<file path="src/rtl/quasiPortPkg.sv">
package quasiPortPkg;

  typedef struct packed {
    logic [7:0] aSet;
    logic [7:0] aClr;
    logic [7:0] bSet;
    logic [7:0] bClr;
    logic [3:0] bPulse;
  } portStb_t;

  // Single-bit command index -> {onPortB, bitPosition}
  function automatic logic [3:0] bitSlot(input logic [2:0] idx);
    case (idx)
      3'd4:    bitSlot = {1'b1, 3'd2};
      3'd5:    bitSlot = {1'b1, 3'd3};
      3'd6:    bitSlot = {1'b0, 3'd4};
      3'd7:    bitSlot = {1'b0, 3'd5};
      default: bitSlot = {1'b0, idx};
    endcase
  endfunction

endpackage

</file>
<file path="src/rtl/quasiPortCtrl.sv">
module quasiPortCtrl
  import quasiPortPkg::*;
#(
  parameter int PULSE_LEN = 48
) (
  input  logic       clk,
  input  logic       rstN,
  input  logic       cmdValid,
  input  logic [7:0] cmdCode,
  input  logic [7:0] cmdData,
  output portStb_t   stb
);
  localparam int CW = $clog2(PULSE_LEN + 1);

  logic          gateEn;
  logic          pulseActive;
  logic          pendValid;
  logic [3:0]    pulseMask;
  logic [3:0]    pendMask;
  logic [CW-1:0] pulseCnt;
  logic          isPulse;
  logic [3:0]    slot;
  logic [7:0]    oneHot;
  logic [7:0]    wrMask;

  assign isPulse = cmdValid && (cmdCode[7:4] == 4'hF);
  assign slot    = bitSlot(cmdCode[2:0]);
  assign oneHot  = 8'(1) << slot[2:0];
  assign wrMask  = gateEn ? 8'hFF : 8'hF3;

  always_comb begin
    stb = '0;
    if (cmdValid) begin
      case (cmdCode[7:4])
        4'hB: begin
          if (slot[3]) begin
            if (cmdCode[3]) stb.bSet = oneHot;
            else            stb.bClr = oneHot;
          end else begin
            if (cmdCode[3]) stb.aSet = oneHot;
            else            stb.aClr = oneHot;
          end
        end
        4'h9: begin
          stb.aSet[3:0] = cmdCode[3:0];
          stb.aClr[3:0] = ~cmdCode[3:0];
        end
        4'hD: begin
          if (cmdCode[3:0] == 4'h1) begin
            stb.bSet = cmdData & wrMask;
            stb.bClr = ~cmdData & wrMask;
          end
        end
        4'hE: begin
          stb.bSet[3:1] = cmdCode[3:1];
          stb.bClr[3:1] = ~cmdCode[3:1];
        end
        default: ;
      endcase
    end
    stb.bPulse = pulseMask;
  end

  always_ff @(posedge clk) begin
    if (!rstN) begin
      gateEn <= 1'b1;
    end else if (cmdValid && cmdCode == 8'hC8) begin
      gateEn <= 1'b1;
    end else if (cmdValid && cmdCode == 8'hC9) begin
      gateEn <= 1'b0;
    end
  end

  always_ff @(posedge clk) begin
    if (!rstN) begin
      pulseActive <= 1'b0;
      pendValid   <= 1'b0;
      pulseMask   <= '0;
      pendMask    <= '0;
      pulseCnt    <= '0;
    end else if (pulseActive) begin
      if (pulseCnt == '0) begin
        pulseActive <= 1'b0;
        pulseMask   <= '0;
      end else begin
        pulseCnt <= pulseCnt - 1'b1;
      end
      if (isPulse) begin
        pendValid <= 1'b1;
        pendMask  <= ~cmdCode[3:0];
      end
    end else if (pendValid) begin
      pulseActive <= 1'b1;
      pulseMask   <= pendMask;
      pulseCnt    <= CW'(PULSE_LEN - 1);
      if (isPulse) pendMask <= ~cmdCode[3:0];
      else         pendValid <= 1'b0;
    end else if (isPulse) begin
      pulseActive <= 1'b1;
      pulseMask   <= ~cmdCode[3:0];
      pulseCnt    <= CW'(PULSE_LEN - 1);
    end
  end


  set_clr_disjoint_chk: assert property (@(posedge clk) disable iff (!rstN)
    ((stb.aSet & stb.aClr) == '0) && ((stb.bSet & stb.bClr) == '0));


  gate_block_chk: assert property (@(posedge clk) disable iff (!rstN)
    (cmdValid && cmdCode == 8'hD1 && !gateEn) |-> ((stb.bSet[3:2] | stb.bClr[3:2]) == 2'b00));


  pulse_end_chk: assert property (@(posedge clk) disable iff (!rstN)
    (pulseActive && pulseCnt == '0) |=> (!pulseActive && pulseMask == '0));


  pend_capture_chk: assert property (@(posedge clk) disable iff (!rstN)
    (pulseActive && isPulse) |=> pendValid);

endmodule

</file>
<file path="src/rtl/quasiPortData.sv">
module quasiPortData
  import quasiPortPkg::*;
#(
  parameter int RST_DLY = 48
) (
  input  logic       clk,
  input  logic       rstN,
  input  portStb_t   stb,
  input  logic [7:0] paPin,
  input  logic [7:0] pbPin,
  output logic [7:0] paDrvLow,
  output logic [7:0] paDrvHigh,
  output logic [7:0] pbOut,
  output logic [7:0] rdA,
  output logic [7:0] rdB
);
  logic [7:0] paReg, pbReg, paKick;
  logic [7:0] paNext, pbNext, bReq;
  logic       dlOut;

  assign paNext = (paReg & ~stb.aClr) | stb.aSet;
  assign pbNext = (pbReg & ~stb.bClr) | stb.bSet;
  assign bReq   = pbReg & ~{4'b0000, stb.bPulse};

  always_ff @(posedge clk) begin
    if (!rstN) begin
      paReg  <= 8'hFF;
      pbReg  <= 8'hFF;
      paKick <= '0;
      rdA    <= '0;
      rdB    <= '0;
    end else begin
      paReg  <= paNext;
      pbReg  <= pbNext;
      paKick <= paNext & ~paReg;
      rdA    <= paPin;
      rdB    <= pbPin;
    end
  end

  generate
    if (RST_DLY == 1) begin : g_dlyOne
      always_ff @(posedge clk) begin
        if (!rstN) dlOut <= 1'b1;
        else       dlOut <= bReq[0];
      end
    end else begin : g_dlyChain
      logic [RST_DLY-1:0] dl;
      always_ff @(posedge clk) begin
        if (!rstN) dl <= '1;
        else       dl <= {dl[RST_DLY-2:0], bReq[0]};
      end
      assign dlOut = dl[RST_DLY-1];
    end
  endgenerate

  assign paDrvLow  = ~paReg;
  assign paDrvHigh = paKick;
  assign pbOut     = {bReq[7:1], dlOut};


  kick_one_cycle_chk: assert property (@(posedge clk) disable iff (!rstN)
    (paKick != '0) |=> ((paKick & $past(paKick)) == '0));


  kick_released_chk: assert property (@(posedge clk) disable iff (!rstN)
    (paKick != '0) |-> ((paKick & paDrvLow) == '0));


  readback_chk: assert property (@(posedge clk) disable iff (!rstN)
    $stable(paPin) && $stable(pbPin) |=> (rdA == $past(paPin) && rdB == $past(pbPin)));

endmodule

</file>
<file path="src/rtl/quasiPortUnit.sv">
module quasiPortUnit
  import quasiPortPkg::*;
#(
  parameter int PULSE_LEN = 48,
  parameter int RST_DLY   = 48
) (
  input  logic       clk,
  input  logic       rstN,
  input  logic       cmdValid,
  input  logic [7:0] cmdCode,
  input  logic [7:0] cmdData,
  input  logic [7:0] paPin,
  input  logic [7:0] pbPin,
  output logic [7:0] paDrvLow,
  output logic [7:0] paDrvHigh,
  output logic [7:0] pbOut,
  output logic [7:0] rdA,
  output logic [7:0] rdB
);
  portStb_t stb;

  quasiPortCtrl #(.PULSE_LEN(PULSE_LEN)) u_ctrl (
    .clk(clk), .rstN(rstN), .cmdValid(cmdValid), .cmdCode(cmdCode),
    .cmdData(cmdData), .stb(stb)
  );

  quasiPortData #(.RST_DLY(RST_DLY)) u_data (
    .clk(clk), .rstN(rstN), .stb(stb), .paPin(paPin), .pbPin(pbPin),
    .paDrvLow(paDrvLow), .paDrvHigh(paDrvHigh), .pbOut(pbOut),
    .rdA(rdA), .rdB(rdB)
  );

endmodule

</file>
<file path="config.mk">
export PLATFORM = sky130hd
export DESIGN_NAME = quasiPortUnit
export DESIGN_NICKNAME = d
export VERILOG_FILES = /design/src/rtl/quasiPortPkg.sv /design/src/rtl/quasiPortCtrl.sv /design/src/rtl/quasiPortData.sv /design/src/rtl/quasiPortUnit.sv
export SDC_FILE = /design/constraint.sdc
export NUM_CORES = 1
export LEC_CHECK = 0
export ABC_CLOCK_PERIOD_IN_PS = 3000
export BUFFER_PORTS_ARGS = -buffer_cell sky130_fd_sc_hd__buf_2
export CAP_MARGIN = 20
export CORE_MARGIN = 3
export CORE_UTILIZATION = 40
export DETAILED_ROUTE_END_ITERATION = 7
export GPL_ROUTABILITY_DRIVEN = 0
export GPL_TIMING_DRIVEN = 0
export PLACE_DENSITY = 0.66
export SLEW_MARGIN = 20
export SYNTH_ARGS = -nofsm -noshare
export SYNTH_HDL_FRONTEND = slang
export SYNTH_SLANG_ARGS = --single-unit
</file>
<file path="constraint.sdc">
create_clock -name clk -period 3 [get_ports clk]
set_input_delay 0.3 -clock clk [delete_from_list [all_inputs] [get_ports clk]]
set_output_delay 0.3 -clock clk [all_outputs]
set_load 0.1 [all_outputs]
</file>
* Word-level counts from Yosys, hierarchy flattened
Index checks and enable logic that the tools add are counted.
** Storage, ports and cells
- Bits in registers :: 105
- Input port bits :: 35
- Logic and storage cells :: 89
** Cells by class
- $add $sub $neg :: 1
- Eq/ne operators :: 15
- Shift-type cells :: 1
- Multiplexer cells :: 35
- Bitwise logic cells :: 16
- Reductions and logical operators :: 9
** Operators with widths (number)
- $and 8x8->8 :: 6
- $mux 16 :: 3
- $mux 4 :: 10
- $mux 32 :: 1
- $not 8->8 :: 4
- $mux 6 :: 4
- $pmux 4 s2 :: 3
- $eq 4x4->1 const B :: 5
- $pmux 3 s3 :: 2
- $eq 8x8->1 const B :: 2
- $mux 8 :: 2
- $or 8x8->8 :: 2
- $pmux 4 s4 :: 1
- $eq 3x3->1 const B :: 4
- $pmux 5 s2 :: 1
- $not 4->8 :: 1
- $shl 1x3->8 const A :: 1
- $mux 1 :: 7
- $logic_not 6->1 :: 1
- $ne 2x2->1 const B :: 3
- $sub 6x1->6 const B :: 1
- $eq 4x1->1 const B :: 1
- $not 4->4 :: 1
- $reduce_and 2->1 :: 2
- other kinds (7) :: 9

* Depth between registers and ports, before layout
- Word-level depth :: 11
- Depth in mapped cells :: 7

* Cells and area by module
From an unflattened synthesis, not the netlist that was laid out.
** Unflattened totals
- Cells, all modules :: 408
- Area total of the unflattened synthesis :: 3918.8 um^2
** Modules (own cells, without submodules)
- quasiPortData :: instances 1, cells an instance 221, area each 2578.7 um^2, seq. area each 1761.7 um^2
- quasiPortCtrl :: instances 1, cells an instance 187, area each 1340.0 um^2, seq. area each 340.3 um^2

* Worst setup path after synthesis
No wires, ideal clock.
- Path kind :: register to register
- Start :: register u_ctrl.pulseCnt[3]
- End :: register u_ctrl.pulseCnt[5]
- Arrival :: 1.570 ns
- Data required time :: 2.868 ns
- Path slack :: 1.298 ns
- Stages on the path, launching flop included :: 6
- Buffers on the path :: 0
- Period minus slack after synthesis :: 1.702 ns
- Cell sequence :: dfxtp_1 or3_4 or4_4 and3_1 xnor2_1 a21boi_1
** On the way
- Word-level cells in the longest chain between the ends :: 3
- Elaborated cells between the ends (all ways) :: 6
** RTL lines
- from (decl) :: line quasiPortCtrl.sv:20 : logic [CW-1:0] pulseCnt;
- from (signal assigned) :: line quasiPortCtrl.sv:86 : pulseCnt <= pulseCnt - 1'b1;
- from (signal assigned) :: line quasiPortCtrl.sv:95 : pulseCnt <= CW'(PULSE_LEN - 1);
- from (signal assigned) :: line quasiPortCtrl.sv:101 : pulseCnt <= CW'(PULSE_LEN - 1);
- $sub 6x1->6 or $logic_not 6->1 (tied branches) :: line quasiPortCtrl.sv:86, quasiPortCtrl.sv:82
- $mux 6 or $ne 2x2->1 (tied branches)
- $mux 6 or $reduce_and 2->1 (tied branches)
Parallel ways exist; a longest one is shown, timed or not. The select of a mux whose other input is x is not followed.
A chain may end at the register's enable or synchronous reset.

* Worst setup path after layout
Ends and elaborated chain as after synthesis.

==> flow_metrics.tcl <==
set metrics [dict create \
    drv_cap 0 \
    cts_sinks 105 \
    vdd_ir_drop_max_v 0.000218 \
    timing.rr.end "u_ctrl.pulseCnt[5]" \
    die_w_um 104 \
    yosysSeqAreaShare 0.544 \
    dr_total_vias 3011 \
    rows 35 \
    hp-start "paPin[1]" \
    clockBufferDepth 2 \
    fin_setup_tns_ns 0 \
    postSynthAreaPerCell_um2 9.78 \
    dieArea_um2 10900 \
    synth_fp_nets 435 \
    arrival_ns 2.03 \
    postLayoutCellArea_um2 4580 \
    cts_setup_buffers 0 \
    cts_tree "built" \
    grt_pass1_vias 2867 \
    leakage_nw 1.93 \
    stdcell_count 610 \
    drt-pass1-iter-count 4 \
    worst_pin_slew_ns 0.798 \
    grt_max_degree 20 \
    syn_to_final_growth_pct 18.7 \
    vias_per_cell 4.94 \
    cts-resized-gates 0 \
    final_nets 516 \
    slew_violations 0 \
    worstSetupPathType "register to register" \
    synth_area_um2 3860 \
    hold_buffers 0 \
    final_hold_viol_count 0 \
    synth_ff_type "dfxtp_1" \
    r2r_cells 5 \
    io_pins 75 \
    hold_end "u_data.rdA[1]" \
    cts_buffers 9 \
    antenna_cells 0 \
    start_util 0.414 \
    path_clk_slew_ns 0.11 \
    htree_levels 3 \
    hpwl_um 5960 \
    worstSkewPairLatency_ns 0.36 \
    ys_types 48 \
    max-slew-margin-rel 0.464 \
    power_density_nw_per_um2 567 \
    fin_util 0.491 \
    fin_crit_ns 1.78 \
    synthCells 395 \
    die_h_um 104 \
    async_reset_ff_frac 0 \
    drive_gt1_frac 0.214 \
    antenna_found_initial 0 \
    synth_edf_count 0 \
    end_kind "register" \
    antenna_left 0 \
    synth-seq-cells 105 \
    grt_pass1_wl_um 13700 \
    finalCritPeriodShare 0.595 \
    cp.required_ns 3.24 \
    routed_wl_um 8150 \
    dpl_cell_area_um2 4370 \
    io_buffers 70 \
    setup_viol 0 \
    fill_cells 908 \
    rsz0062_at_grt "false" \
    synth_warnings 0 \
    crit-reg2reg-launch "u_ctrl.pulseCnt[3]" \
    drt-initial-drc-count 135 \
    hold_depth 2 \
    grt_use_total 0.155 \
    max_freq_ghz 0.560 \
    drc_errors 0 \
    outcome "completed" \
    wire_per_inst_um 13.4 \
    dp_cells 594 \
    core_area_um2 9330 \
    grt.overflow.total 0 \
    cp_max_fo 5 \
    worstHoldPathType "input port to register" \
    skew_ns 0.0129 \
    start_kind "register" \
    rrSetupSlack_ns 1.22 \
    cts_root_buf "clkbuf_8" \
]
## cell type report
class / instances / area (um^2) / area share
Multi-Input combinational cell: 245 / 1560 / 0.340
Inverter: 17 / 63.8 / 0.0139
Tap cell: 129 / 161 / 0.0352
Buffer: 28 / 139 / 0.0303
Timing Repair Buffer: 70 / 350 / 0.0764
Clock inverter: 7 / 86.3 / 0.0188
Clock buffer: 9 / 124 / 0.0270
Sequential cell: 105 / 2100 / 0.459
## power breakdown
| group | leakage (nW) | switching (mW) | internal [mW] |
|---|---|---|---|
| combinational | 0.973 | 0.195 | 0.0660 |
| clock | 0.104 | 0.514 | 0.405 |
| sequential | 0.854 | 0.00832 | 1.41 |
## worst max-delay path by stage
stage | startpoint | endpoint | slack [ns] | cells after the start
after floorplan | u_ctrl.pulseCnt[3] | u_ctrl.pulseCnt[5] | 1.30 | 5
after global placement | cmdCode[1] | u_data.paDrvHigh[2] | 0.90 | 7
after detailed placement | cmdCode[1] | u_data.paReg[4] | 0.90 | 8
after CTS | u_ctrl.pulseCnt[3] | u_ctrl.pulseCnt[5] | 1.21 | 5
after global routing | cmdCode[1] | u_data.paReg[4] | 1.04 | 8
final | u_ctrl.pulseCnt[3] | u_ctrl.pulseCnt[5] | 1.22 | 5
## worst max-delay path: stages (launching register included)
cell	delay [ns]
dfxtp_1	0.34
or3_4	0.40
or4_4	0.52
and3_1	0.20
xnor2_1	0.13
a21boi_1	0.07
## state kept, by name, summed over array words and instances, names as in the netlist, 4 cells and up
name and count:
u_ctrl.pendMask 4, u_data.paDrvHigh 8, u_data.rdA 8, u_data.rdB 8, u_data.pbReg 8, u_data.g_dlyChain.dl 48, u_ctrl.pulseCnt 6, u_data.paReg 8
u_ctrl.pulseMask 4
## cell families (layout without fill, tap and decap cells)
group / after synthesis / in the layout / synth area share
XOR/XNOR: 4 / 4 / 0.00907
adder cells (fa/ha/maj): 5 / 5 / 0.0162
flip-flops: 105 / 105 / 0.544
AND/OR/NAND/NOR: 175 / 175 / 0.259
buffers and inverters: 45 / 131 / 0.0525
AO/OA/AOI/OAI: 61 / 61 / 0.119
## synth_stat cells, drive strengths merged, types with 2 or more instances
cell	instances	area, um^2
buf	11	75.1
nand4	6	43.8
o41ai	4	35.0
nor2	7	26.3
inv	17	63.8
o22ai	2	12.5
ha	5	62.6
a22oi	5	37.5
o2111ai	2	17.5
clkbuf	17	63.8
nor2b	10	62.6
a21boi	6	45.1
and2	19	119
nor3	11	55.1
or3	2	17.5
o311ai	5	43.8
o211ai	8	60.1
xnor2	3	26.3
a21oi	2	10.0
o21ai	13	68.8
and3	5	32.5
and4b	2	20.0
o211a	4	40.0
nor3b	4	30.0
dfxtp	105	2100
nand4b	2	17.5
nand2b	50	313
nand2	35	131
nand3	17	85.1
o311a	2	20.0
a32oi	3	26.3
## cells in the final DEF (no fill, tap or decap), types with 3 or more instances in the layout
master,Yosys,routed
dfxtp_1,105,105
o311ai_0,5,5
buf_2,3,73
nand4_1,5,5
xnor2_1,3,3
nand2_1,35,35
buf_4,8,8
nand3_1,17,17
nor2b_1,10,10
clkbuf_1,17,17
inv_1,17,17
a32oi_1,3,3
o211ai_1,8,8
and2_1,19,19
o21ai_0,12,12
nand2b_1,50,50
o41ai_1,4,4
nor3b_1,4,4
nor3_1,11,11
clkbuf_8,0,9
nor2_1,7,7
a21boi_0,5,5
and3_1,4,4
o211a_1,4,4
a22oi_1,5,5
ha_1,5,5
## stage by stage
| step | setup slack (ns) | hold slack, ns | total power [mW] |
|---|---|---|---|
| 3_5_place_dp | 0.896 | 0.391 | 1.71 |
| 5_1_grt | 1.04 | 0.110 | 2.70 |
| 3_3_place_gp | 0.905 | 0.390 | 1.71 |
| 2_1_floorplan | 1.30 | 0.386 | 1.65 |
| 6_report | 1.22 | 0.134 | 2.60 |
| 4_1_cts | 1.21 | 0.110 | 2.63 |
## layer usage
metal	share of wire	global-route usage	vias to the layer above
met5	0	0	-
met4	0.0093	0.0636	0
met1	0.48	0.208	1416
met2	0.47	0.243	72
met3	0.042	0.0335	5
li1	-	-	1518
Power figures use the tool's default switching activity.
